File: config.mk
export PLATFORM = sky130hd
export DESIGN_NAME = clk_req_gate
export DESIGN_NICKNAME = d
export VERILOG_FILES = /design/src/rtl/clkgate_pkg.sv /design/src/rtl/cg_sync.sv /design/src/rtl/cg_gp_lanes.sv /design/src/rtl/cg_cpu_lanes.sv /design/src/rtl/clk_req_gate.sv
export SDC_FILE = /design/constraint.sdc
export NUM_CORES = 1
export LEC_CHECK = 0
export BUFFER_PORTS_ARGS = -buffer_cell sky130_fd_sc_hd__buf_2
export CAP_MARGIN = 15
export CELL_PAD_IN_SITES_DETAIL_PLACEMENT = 1
export CELL_PAD_IN_SITES_GLOBAL_PLACEMENT = 1
export CORE_ASPECT_RATIO = 0.8
export CORE_MARGIN = 4
export CORE_UTILIZATION = 18
export DETAILED_ROUTE_END_ITERATION = 10
export PLACE_DENSITY_LB_ADDON = 0.1
export SETUP_SLACK_MARGIN = 0.4
export SLEW_MARGIN = 20
export SYNTH_ARGS = -nofsm -noshare
export SYNTH_HDL_FRONTEND = slang
export SYNTH_SLANG_ARGS = --single-unit
File: constraint.sdc
create_clock -name clk -period 2 [get_ports clk]
set_clock_uncertainty 0.2 [all_clocks]
set_input_delay 0.6 -clock clk [delete_from_list [all_inputs] [get_ports clk]]
set_output_delay 0.6 -clock clk [all_outputs]
set_load 0.01 [all_outputs]
File: src/rtl/clkgate_pkg.sv
package clkgate_pkg;
  localparam int unsigned GP_LANES  = 6;
  localparam int unsigned AUX_LANES = 2;
  localparam int unsigned CPU_LANES = 3;
  localparam int unsigned SE_LANES  = 5;
  localparam int unsigned SYNC_LEN  = 2;

  // Request qualification for one lane; pin arguments are active-high "asserted".
  function automatic logic req_grant(logic sel_a, logic sel_b,
                                     logic a_act, logic b_act);
    logic g;
    unique case ({sel_a, sel_b})
      2'b00:   g = 1'b1;
      2'b10:   g = a_act;
      2'b01:   g = b_act;
      default: g = a_act & b_act;
    endcase
    return g;
  endfunction
endpackage

File: src/rtl/cg_sync.sv
module cg_sync #(
  parameter int unsigned W      = 3,
  parameter int unsigned STAGES = 2
) (
  input  logic         clk,
  input  logic         rst_n,
  input  logic [W-1:0] d,
  output logic [W-1:0] q
);
  logic [W-1:0] stg_q [STAGES];
  logic [W-1:0] stg_d [STAGES];

  always_comb begin
    stg_d[0] = d;
    for (int k = 1; k < STAGES; k++) stg_d[k] = stg_q[k-1];
  end

  generate
    for (genvar k = 0; k < STAGES; k++) begin : g_stage
      always_ff @(posedge clk or negedge rst_n) begin
        if (!rst_n) stg_q[k] <= '1;
        else        stg_q[k] <= stg_d[k];
      end
    end
  endgenerate

  assign q = stg_q[STAGES-1];
endmodule

File: src/rtl/cg_gp_lanes.sv
module cg_gp_lanes
  import clkgate_pkg::*;
#(
  parameter int unsigned N = 6
) (
  input  logic [N-1:0] master_en,
  input  logic [N-1:0] sel_a,
  input  logic [N-1:0] sel_b,
  input  logic         a_act,
  input  logic         b_act,
  input  logic         hiz_mode,
  output logic [N-1:0] on,
  output logic [N-1:0] hiz,
  output logic         overlap
);
  generate
    for (genvar i = 0; i < N; i++) begin : g_lane
      always_comb begin
        on[i]  = master_en[i] & req_grant(sel_a[i], sel_b[i], a_act, b_act);
        hiz[i] = ~on[i] & hiz_mode;
      end
    end
  endgenerate

  assign overlap = |(sel_a & sel_b);
endmodule

File: src/rtl/cg_cpu_lanes.sv
module cg_cpu_lanes #(
  parameter int unsigned N = 3
) (
  input  logic [N-1:0] en,
  input  logic [N-1:0] stoppable,
  input  logic         stop_act,
  input  logic         hiz_mode,
  output logic [N-1:0] on,
  output logic [N-1:0] hiz
);
  generate
    for (genvar i = 0; i < N; i++) begin : g_lane
      always_comb begin
        on[i]  = en[i] & ~(stoppable[i] & stop_act);
        hiz[i] = ~on[i] & hiz_mode;
      end
    end
  endgenerate
endmodule

File: src/rtl/clk_req_gate.sv
module clk_req_gate
  import clkgate_pkg::*;
#(
  parameter int unsigned NGP  = GP_LANES,
  parameter int unsigned NAUX = AUX_LANES,
  parameter int unsigned NCPU = CPU_LANES,
  parameter int unsigned NSE  = SE_LANES,
  parameter int unsigned SYNC = SYNC_LEN
) (
  input  logic            clk,
  input  logic            rst_n,
  input  logic            req_a_n,
  input  logic            req_b_n,
  input  logic            cpu_stop_n,
  input  logic [NGP-1:0]  gp_master_en,
  input  logic [NGP-1:0]  gp_sel_a,
  input  logic [NGP-1:0]  gp_sel_b,
  input  logic [NAUX-1:0] aux_en,
  input  logic [NCPU-1:0] cpu_en,
  input  logic [NCPU-1:0] cpu_stoppable,
  input  logic            dis_hiz,
  input  logic [NSE-1:0]  se_en,
  output logic [NGP-1:0]  gp_on,
  output logic [NGP-1:0]  gp_hiz,
  output logic [NAUX-1:0] aux_on,
  output logic [NAUX-1:0] aux_hiz,
  output logic [NCPU-1:0] cpu_on,
  output logic [NCPU-1:0] cpu_hiz,
  output logic [NSE-1:0]  se_on,
  output logic            sel_conflict
);
  localparam int unsigned NPIN = 3;

  logic [NPIN-1:0] pin_raw, pin_sync;
  logic            overlap;
  logic            conflict_d, conflict_q;

  assign pin_raw = {cpu_stop_n, req_b_n, req_a_n};

  cg_sync #(.W(NPIN), .STAGES(SYNC)) i_sync (
    .clk(clk), .rst_n(rst_n), .d(pin_raw), .q(pin_sync)
  );

  cg_gp_lanes #(.N(NGP)) i_gp (
    .master_en(gp_master_en), .sel_a(gp_sel_a), .sel_b(gp_sel_b),
    .a_act(~pin_sync[0]), .b_act(~pin_sync[1]), .hiz_mode(dis_hiz),
    .on(gp_on), .hiz(gp_hiz), .overlap(overlap)
  );

  cg_cpu_lanes #(.N(NCPU)) i_cpu (
    .en(cpu_en), .stoppable(cpu_stoppable), .stop_act(~pin_sync[2]),
    .hiz_mode(dis_hiz), .on(cpu_on), .hiz(cpu_hiz)
  );

  always_comb begin
    aux_on  = aux_en;
    aux_hiz = ~aux_en & {NAUX{dis_hiz}};
    se_on   = se_en;
  end

  always_comb conflict_d = conflict_q | overlap;

  always_ff @(posedge clk or negedge rst_n) begin
    if (!rst_n) conflict_q <= 1'b0;
    else        conflict_q <= conflict_d;
  end

  assign sel_conflict = conflict_q;


  gp_master_off_chk: assert property (@(posedge clk) disable iff (!rst_n)
    (gp_on & ~gp_master_en) == '0);

  conflict_hold_chk: assert property (@(posedge clk) disable iff (!rst_n)
    sel_conflict |=> sel_conflict);

  conflict_set_chk: assert property (@(posedge clk) disable iff (!rst_n)
    (|(gp_sel_a & gp_sel_b)) |=> sel_conflict);

  aux_pin_blind_chk: assert property (@(posedge clk) disable iff (!rst_n)
    ($stable(aux_en) && $stable(dis_hiz)) |-> ($stable(aux_on) && $stable(aux_hiz)));

  cpu_free_run_chk: assert property (@(posedge clk) disable iff (!rst_n)
    (cpu_en & ~cpu_stoppable & ~cpu_on) == '0);

  hiz_off_only_chk: assert property (@(posedge clk) disable iff (!rst_n)
    ((gp_hiz & gp_on) == '0) && ((cpu_hiz & cpu_on) == '0) && ((aux_hiz & aux_on) == '0));

  hiz_mode_zero_chk: assert property (@(posedge clk) disable iff (!rst_n)
    !dis_hiz |-> (gp_hiz == '0 && cpu_hiz == '0 && aux_hiz == '0));
endmodule

# Yosys cells after proc, flatten, opt, wreduce, memory -nomap -nowiden
# Cells that the tools add are included.
# Widths: inputs -> output; s select.
# word_totals
ff_bits,7
out_inout_bits,28
# classes
n_eq_ne,12
mux,6
bitwise_logic,41
reduce_logical,7
# ops
operator,n
$and 1x1->1,22
$pmux 1 s3,6
$not 1->1,15
$eq 2x1->1 const B,6
$eq 2x2->1 const B,6
$logic_not 2->1,6
$and 6x6->6,1
$reduce_or 6->1,1
$and 2x2->2,1
$not 2->2,1
$or 1x1->1,1

# Logic depth before layout (Yosys ltp)
# Gate-level depths: netlist of run 1.
# depth
word_depth,6
depth_mapped,3
depth_no_buf,2

# By module
# From an unflattened synthesis of run 1, not the netlist that was laid out.
# hier_totals
cells_unflattened,55
area_unflattened_um2,506.7
# by_module_without_submodules
module,n_inst,cells_each,area_per_inst_um2,seq_area_each_um2
cg_gp_lanes,1,29,181.4,0.0
cg_sync,1,6,157.7,157.7
clk_req_gate,1,14,107.6,25.0
cg_cpu_lanes,1,6,60.1,0.0

# Worst setup path after synthesis of run 1
# No wires, ideal clock.
# synth_timing
path_kind,input -> output
start,in dis_hiz
end,out gp_hiz[1]
arrival_time_ns,1.017
setup_slack_ns,0.183
stages,3
n_path_buf,1
cell_sequence,inv_1 > buf_2 > a31oi_1
# synth_via
elab_chain_cells,1
# synth_rtl
item,line,source
"start, declared",clk_req_gate.sv:21,"input logic dis_hiz,"
$and 1x1->1,cg_gp_lanes.sv:20,hiz[i] = ~on[i] & hiz_mode;
"end, declared",clk_req_gate.sv:24,"output logic [NGP-1:0] gp_hiz,"
# No other way between the ends.

# Final worst setup path of run 1
# layout_timing
start,reg i_sync.stg_q (netlist bit i_sync.q[1])
end,out gp_hiz[3]
# layout_via
elab_chain_cells,6
# layout_rtl
item,line,source
"start, declared",cg_sync.sv:10,logic [W-1:0] stg_q [STAGES];
"start signal, assigned by index",cg_sync.sv:22,else stg_q[k] <= stg_d[k];
$not 1->1 *,clk_req_gate.sv:46,".a_act(~pin_sync[0]), .b_act(~pin_sync[1]), .hiz_mode(dis_hiz),"
$and 1x1->1,clkgate_pkg.sv:16,default: g = a_act & b_act;
$pmux 1 s3 *,clkgate_pkg.sv:12,"unique case ({sel_a, sel_b})"
$and 1x1->1 *,cg_gp_lanes.sv:19,"on[i] = master_en[i] & req_grant(sel_a[i], sel_b[i], a_act, b_act);"
$not 1->1 *,cg_gp_lanes.sv:20,
$and 1x1->1 *,cg_gp_lanes.sv:20,
# Mark *: on every way between the ends. The rest lies on a longest branch, timed or not.

==> PnR_summary.wiki, run 1 <==
{| class="wikitable"
! Metric !! Value
|-
| Result of the run || finished with violations
|-
| Violated checks || negative setup slack
|-
| Input/output buffers || 54
|-
| Worst Path Buf+Inv || 1
|-
| Layout cell share with drive strength beyond 1 || between 90% and 100%
|-
| Rel. slew slack || between 70% and 80%
|-
| Type of the worst min-delay path || register to register
|-
| Area growth from synthesis to final layout || 154%
|-
| Ordered list of cells on the worst path || nand2_4 -> a31oi_4 -> buf_2
|-
| DPL Wire Length || between 1500 and 2000 microns
|-
| Total vias in the final route || slightly above 600
|-
| Number of DRC markers in iteration 0 || 6
|-
| Worst-Margin Slew || 0.307 ns
|-
| First-pass GRT wire length || about 3100 microns
|-
| CTS tree || done
|-
| Part of the cycle the worst path needs || 107%
|-
| Routed vias/inst || ~4.4
|-
| Largest driver fanout on the critical path || 6
|-
| Summed area of non-filler cells in the final layout || 1150 sq um
|-
| Post-detailed-route count of antenna-violating nets || 0
|-
| Crit end category || output pin
|-
| Clock transition at the register clock pins on the worst setup and hold paths after CTS || about 0.050 ns
|-
| Placeable core region || 2270 sq um
|-
| GP Congestion || ~0.71
|-
| Gr ovfl total || 0
|-
| Number of distinct standard cells referenced by the synthesized netlist || 15
|-
| Minimum period implied by the final worst setup slack || about 2.1 ns
|-
| Fmax || ~470 MHz
|-
| Top library cells by usage in the layout, fill and taps aside || sky130_fd_sc_hd__buf_2 (34), sky130_fd_sc_hd__buf_6 (17), sky130_fd_sc_hd__nand2_4 (8), sky130_fd_sc_hd__and3_4 (6)
|-
| #FFs+latches synth || 7
|-
| Vertical extent of the die || 52.8 microns
|-
| Cell at the slowest stage of the critical path || sky130_fd_sc_hd__dfstp_4
|-
| Post-layout power || 0.000501 W
|-
| Later-pin clock latency in the skew report || roughly 0.24 ns
|-
| DRT Wirelength || approximately 2000 microns
|-
| Number of pins with negative max-slew slack in the final report || 0
|-
| Number of post-CTS setup repair buffers || 0
|-
| CTS HTree Levels || 1
|-
| Hold violation total from the final report || 0
|-
| Power density over the cells || approximately 440 nW/um^2
|-
| # setup viols final || 12
|-
| Wire length per cell || between 10 and 15 microns
|-
| Root buffer selected by CTS || sky130_fd_sc_hd__clkbuf_4
|-
| Largest net degree at the start of global routing || 8
|-
| Syn_area_per_cell || 8.21 sq um
|-
| Required time of the critical path || around 1.2 ns
|-
| Number of cells on the critical path || 3
|-
| Vias in the first global route || about 670
|-
| Startpoint-to-endpoint class of the critical path || register to output pin
|-
| Router iterations before antenna repair || 4
|-
| Overall fraction of global-route tracks in use || between 10% and 20%
|-
| Worst Hold Path Cells || 0
|-
| Top delay family on crit path || flip-flops
|-
| Chip Width || 64.0 microns
|-
| Critical path launch point type || register
|-
| Area post-placement || ~910 sq um
|-
| DRC violation count after routing || 0
|-
| Reg2reg path depth || 2
|-
| TritonCTS buffer count || 3
|-
| Worst Hold Slack || roughly 0.15 ns
|-
| Final Net Count || between 100 and 150
|-
| Ys Warns || 0
|-
| Total Die Area || approximately 3400 sq um
|-
| Antenna violations before repair || 0
|-
| Cell count after synthesis || 55
|-
| Sequential cell area fraction in the yosys report || roughly two fifths
|-
| RSZ-0062 raised after global routing || yes
|-
| Initial cell density of the core || between 10% and 20%
|-
| Critical path arrival || ~1.3 ns
|-
| Total clock sinks || 7
|-
| Leak Pwr || ~0.53 nW
|-
| Final worst setup slack || -0.130 ns
|-
| Number of rows created at floorplan || 15
|-
| MaxCap Viol Count || 0
|-
| Synthesized netlist net count || 92
|-
| Slowest cell delay on critical path || about 0.7 ns
|-
| Worst IR Drop VDD || 0.000301 V
|-
| Total standard cell area after synthesis || 452 sq um
|-
| I/O pin cnt || 65
|-
| Final antenna diode count || 0
|-
| Maximum clock path buffer count || 2
|-
| Most frequent standard cell in the layout excluding fill and tap cells || sky130_fd_sc_hd__buf_2
|}
==> cell families after synthesis <==
kind of cell    count (synthesis)  share of synthesized area, %
buf+inv                         9                          13.6
compound gates                 12                          16.6
simple gates                   27                          29.4
flops                           7                          40.4
==> synthesized netlist by cell type <==
cell type / count / area share, %
sky130_fd_sc_hd__a21oi_1: 4 / 4.4
sky130_fd_sc_hd__a222oi_1: 1 / 2.2
sky130_fd_sc_hd__a22oi_1: 1 / 1.7
sky130_fd_sc_hd__a31oi_1: 6 / 8.3
sky130_fd_sc_hd__and2_1: 3 / 4.2
sky130_fd_sc_hd__and3_1: 6 / 8.3
sky130_fd_sc_hd__buf_2: 1 / 1.1
sky130_fd_sc_hd__buf_4: 7 / 12
sky130_fd_sc_hd__dfrtp_1: 1 / 5.5
sky130_fd_sc_hd__dfstp_2: 6 / 35
sky130_fd_sc_hd__inv_1: 1 / 0.83
sky130_fd_sc_hd__nand2_1: 12 / 10
sky130_fd_sc_hd__nand2b_1: 3 / 4.2
sky130_fd_sc_hd__nand3_1: 1 / 1.1
sky130_fd_sc_hd__nor2_1: 2 / 1.7
==> repair_timing <==
item / in CTS / in global routing
hold endpoints to repair: 1 / 0
hold buffers: 1 / 0
pin swaps: 26 / 10
resized for setup: 25 / 14
cloned: 1 / 0
endpoints found under the setup margin: 22 / 23
==> registers in the layout, indices dropped and copies added, names as in the netlist <==
register and cells:
i_sync.q 3, i_sync.stg_d 3, sel_conflict 1
==> final cells by class <==
class / instances / area (sq um)
Multi-Input combinational cell: 39 / 445
Timing Repair Buffer: 55 / 422
Inverter: 1 / 16.3
Timing Repair inverter: 1 / 8.76
Tap cell: 34 / 42.5
Clock buffer: 4 / 26.3
Sequential cell: 7 / 186
Fill cell: 255 / 1120
==> worst register-to-register path: cells and delay by family (launching register included) <==
kind	cells	cell delay, ns
AOI/OAI and AO/OA	1	0.13
DFF	1	0.39
and+or+nand+nor	1	0.09
==> final timing paths <==
kind | start | to | slack (ns)
max in group asynchronous | rst_n | i_sync.stg_d[1]$_DFF_PN1_ | 0.86
worst min-delay path | i_sync.stg_d[0]$_DFF_PN1_ | i_sync.q[0]$_DFF_PN1_ | 0.15
min in group asynchronous | rst_n | sel_conflict$_DFF_PN0_ | 0.51
worst min register to register | i_sync.stg_d[0]$_DFF_PN1_ | i_sync.q[0]$_DFF_PN1_ | 0.15
worst max-delay path | i_sync.q[1]$_DFF_PN1_ | gp_hiz[3] | -0.13
worst max register to register | sel_conflict$_DFF_PN0_ | sel_conflict$_DFF_PN0_ | 1.06
==> metrics by stage <==
| stage | util, % | cells | TNS, ns | setup slack (ns) |
|---|---|---|---|---|
| detailed placement | 39.9 | 135 | 0 | 0.0606 |
| global placement | 39.9 | 135 | 0 | 0.0669 |
| global route | 50.5 | 141 | -2.02 | -0.188 |
| floorplan | - | 55 | 0 | 0.293 |
| CTS | 47.4 | 141 | -1.22 | -0.119 |
| finish | 50.5 | 141 | -1.33 | -0.130 |
==> routing by layer <==
layer / wire length, microns / GRT usage [%] / vias up
met4: 2 / 6.09 / 0
met1: 820 / 13.2 / 293
li1: - / - / 295
met2: 1080 / 23.0 / 28
met3: 152 / 2.15 / 2
met5: 0 / 0 / -
==> power breakdown <==
part	leakage [nW]	internal, W	switching (W)
combinational	0.446	0.000120	0.0000936
sequential	0.0723	0.000154	0.0000108
clock	0.0150	0.0000758	0.0000469
total	0.533	0.000350	0.000151
Power figures use the tool's default switching activity.
==> run 2, diff against run 1 <==
Settings changed: CORE_UTILIZATION 18 to 15, GPL_TIMING_DRIVEN set to 1, TNS_END_PERCENT set to 5.
Clock period 2 ns to 1.95 ns, I/O delays scaled along.
==> run 2 against run 1 <==
Net effect: the flow still finishes with violations (negative setup slack); cell count grew 2.1%; register-to-register slack lost 0.04 ns; final area shrank 8.3%; sequential power is essentially flat; setup slack gained 0.066 ns; via count shrank 2.6%; critical path depth is the same; global-route usage shrank 2.9 points; largest power group is now clock; critical endpoint is now gp_on[5]; non-clock buffer count is the same; highest routed layer is now met3.
==> PnR_summary.wiki, run 2 (same netlist as run 1, synthesis figures left out) <==
{| class="wikitable"
! Metric !! Value
|-
| Type of the worst min-delay path || register to register (unchanged)
|-
| Input/output buffers || 54 (unchanged)
|-
| Clk pwr share || 35.6% (was 24.5%)
|-
| Part of the cycle the worst path needs || 103%
|-
| Rel. slew slack || 77.9% (was 79.5%)
|-
| NetSw || 0.000145 W (was 0.000151 W)
|-
| Largest net degree at the start of global routing || 12 (was 8)
|-
| GP Congestion || 0.735 (was 0.707)
|-
| DRT Wirelength || 1800 microns (was 2050 microns)
|-
| Overall fraction of global-route tracks in use || 9.33% (was 12.2%)
|-
| Total Die Area || 3960 sq um (was 3380 sq um)
|-
| Fmax || approximately 500 MHz
|-
| P_int || 0.000400 W (was 0.000350 W)
|-
| Reg2reg path depth || 2 (unchanged)
|-
| Total vias in the final route || 602 (was 618)
|-
| Sequential cell fraction of total power || 30.2% (was 32.9%)
|-
| RSZ-0062 raised after global routing || yes (unchanged)
|-
| CTS tree || done (unchanged)
|-
| MaxCap Viol Count || 0 (unchanged)
|-
| Post-detailed-route count of antenna-violating nets || 0 (unchanged)
|-
| Later-pin clock latency in the skew report || 0.22 ns (was 0.24 ns)
|-
| Final Non-Filler Cells || 144 (was 141)
|-
| Number of pins with negative max-slew slack in the final report || 0 (unchanged)
|-
| Area growth from synthesis to final layout || 133% (was 154%)
|-
| Total clock sinks || 7 (unchanged)
|-
| Router iterations before antenna repair || 4 (unchanged)
|-
| Number of rows created at floorplan || 17 (was 15)
|-
| DPL Wire Length || 1490 microns (was 1550 microns)
|-
| Total instance count after detailed placement || 139 (was 135)
|-
| I/O pin cnt || 65 (unchanged)
|-
| TritonCTS buffer count || 3 (unchanged)
|-
| Critical path launch point type || register (unchanged)
|-
| Chip Width || 69.4 microns (was 64.0 microns)
|-
| CP startpoint || i_sync.q[1]$_DFF_PN1_ (unchanged)
|-
| Power density over the cells || 518 nW/um^2 (was 436 nW/um^2)
|-
| Gr ovfl total || 0 (unchanged)
|-
| Initial cell density of the core || 16.0% (was 19.9%)
|-
| Crit end category || output pin (unchanged)
|-
| Dpl ws || 0.0587 ns (was 0.0606 ns)
|-
| Switch share || 26.7% (was 30.2%)
|-
| Vias in the first global route || 661 (was 669)
|-
| CTS HTree Levels || 1 (unchanged)
|-
| Violated checks || negative setup slack (unchanged)
|-
| Critical path arrival || 1.23 ns (was 1.33 ns)
|-
| Area used by multi-input combinational logic || 363 sq um (was 445 sq um)
|-
| Layout cell share with drive strength beyond 1 || 81.1% (was 93.5%)
|-
| Critical register-to-register path endpoint || sel_conflict$_DFF_PN0_ (unchanged)
|-
| Filler Cells Inserted || 330 (was 255)
|-
| Required time of the critical path || 1.16 ns (was 1.20 ns)
|-
| Root buffer selected by CTS || sky130_fd_sc_hd__clkbuf_8 (was sky130_fd_sc_hd__clkbuf_4)
|-
| Minimum period implied by the final worst setup slack || 2.01 ns
|-
| # setup viols final || 12 (unchanged)
|-
| CP Capture Point || gp_on[5] (was gp_hiz[3])
|-
| Result of the run || finished with violations (unchanged)
|-
| DRC violation count after routing || 0 (unchanged)
|-
| Antenna violations before repair || 0 (unchanged)
|-
| Top library cells by usage in the layout, fill and taps aside || sky130_fd_sc_hd__buf_2 (40), sky130_fd_sc_hd__buf_6 (11), sky130_fd_sc_hd__nand2_1 (6), sky130_fd_sc_hd__nand2_2 (6), sky130_fd_sc_hd__dfstp_2 (6) (was sky130_fd_sc_hd__buf_2 (34), sky130_fd_sc_hd__buf_6 (17), sky130_fd_sc_hd__nand2_4 (8), sky130_fd_sc_hd__and3_4 (6))
|-
| Maximum clock path buffer count || 2 (unchanged)
|-
| Slack of the worst reg-to-reg path || 1.02 ns (was 1.06 ns)
|-
| Register area || 183 sq um (was 186 sq um)
|-
| Final worst setup slack || -0.0646 ns (was -0.130 ns)
|-
| Most frequent standard cell in the layout excluding fill and tap cells || sky130_fd_sc_hd__buf_2 (unchanged)
|-
| Leak Pwr || 0.488 nW (was 0.533 nW)
|-
| Startpoint-to-endpoint class of the critical path || register to output pin (unchanged)
|-
| Worst IR Drop VDD || 0.000453 V (was 0.000301 V)
|-
| Clock transition at the register clock pins on the worst setup and hold paths after CTS || 0.04 ns (was 0.05 ns)
|-
| Placeable core region || 2830 sq um (was 2270 sq um)
|-
| Vertical extent of the die || 57.1 microns (was 52.8 microns)
|-
| Number of DRC markers in iteration 0 || 15 (was 6)
|-
| Worst-Margin Slew || 0.331 ns (was 0.307 ns)
|-
| Largest driver fanout on the critical path || 6 (unchanged)
|-
| Hold violation total from the final report || 0 (unchanged)
|-
| Origin of the critical flop-to-flop path || sel_conflict$_DFF_PN0_ (unchanged)
|-
| Final Net Count || 144 (was 145)
|-
| Final antenna diode count || 0 (unchanged)
|-
| Wire length per cell || 12.5 microns (was 14.6 microns)
|-
| Post-layout power || 0.000545 W (was 0.000501 W)
|-
| Routed vias/inst || 4.18 (was 4.38)
|-
| First-pass GRT wire length || 2970 microns (was 3150 microns)
|-
| Combinational cell fraction of total power || 34.2% (was 42.6%)
|}
-- run 2: final cells by class --
| type | count | area share, % |
|---|---|---|
| Sequential cell | 7 | 17.4 |
| Multi-Input combinational cell | 39 | 34.5 |
| Timing Repair Buffer | 55 | 36.5 |
| Tap cell | 38 | 4.52 |
| Clock buffer | 4 | 4.28 |
| Inverter | 1 | 2.85 |
-- run 2: power by group through the flow --
stage,logic [W],registers (W),clock network [W]
finish,0.000186,0.000165,0.000194
global route,0.000202,0.000166,0.000214
CTS,0.000170,0.000165,0.000204
detailed placement,0.000147,0.000165,0
global placement,0.000145,0.000165,0
floorplan,0.0000878,0.000162,0
-- run 2: worst min-delay path by stage --
stage                                         start                endpoint  slack (ns)  depth (start not counted)
after global placement    i_sync.stg_d[2]$_DFF_PN1_   i_sync.q[2]$_DFF_PN1_        0.15                          0
after CTS                 i_sync.stg_d[2]$_DFF_PN1_   i_sync.q[2]$_DFF_PN1_        0.15                          0
after global routing      i_sync.stg_d[2]$_DFF_PN1_   i_sync.q[2]$_DFF_PN1_        0.16                          0
after detailed placement  i_sync.stg_d[2]$_DFF_PN1_   i_sync.q[2]$_DFF_PN1_        0.15                          0
final                     i_sync.stg_d[2]$_DFF_PN1_   i_sync.q[2]$_DFF_PN1_        0.15                          0
after floorplan                               rst_n  sel_conflict$_DFF_PN0_        0.09                          0
-- run 2: routing by layer --
| layer | routed length [microns] | vias to the layer above | GRT usage [%] |
|---|---|---|---|
| li1 | - | 289 | - |
| met4 | 0 | 0 | 2.51 |
| met1 | 691 | 282 | 9.40 |
| met2 | 973 | 31 | 17.1 |
| met5 | 0 | - | 0 |
| met3 | 132 | 0 | 4.75 |
-- run 2: timing repair --
item | in CTS | in global routing
hold buffers | 1 | 0
hold endpoints to repair | 1 | 0
resized for setup | 19 | 15
buffers inserted | 0 | 0
pin swaps | 26 | 4
setup endpoints to repair | 22 | 23
-- run 2: metrics by stage --
| stage | util, % | area [sq um] | TNS [ns] | hold slack (ns) |
|---|---|---|---|---|
| floorplan | - | 577 | 0 | 0.0894 |
| global placement | 29.1 | 822 | 0 | 0.146 |
| detailed placement | 29.1 | 822 | 0 | 0.147 |
| CTS | 34.2 | 967 | -0.801 | 0.153 |
| global route | 37.2 | 1050 | -1.29 | 0.155 |
| finish | 37.2 | 1050 | -0.540 | 0.153 |
-- run 2: worst max-delay path: stages, from the launching register on --
cell and delay [ns]:
sky130_fd_sc_hd__dfstp_2 0.62, sky130_fd_sc_hd__nand2_2 0.10, sky130_fd_sc_hd__and3_1 0.15, sky130_fd_sc_hd__buf_2 0.14
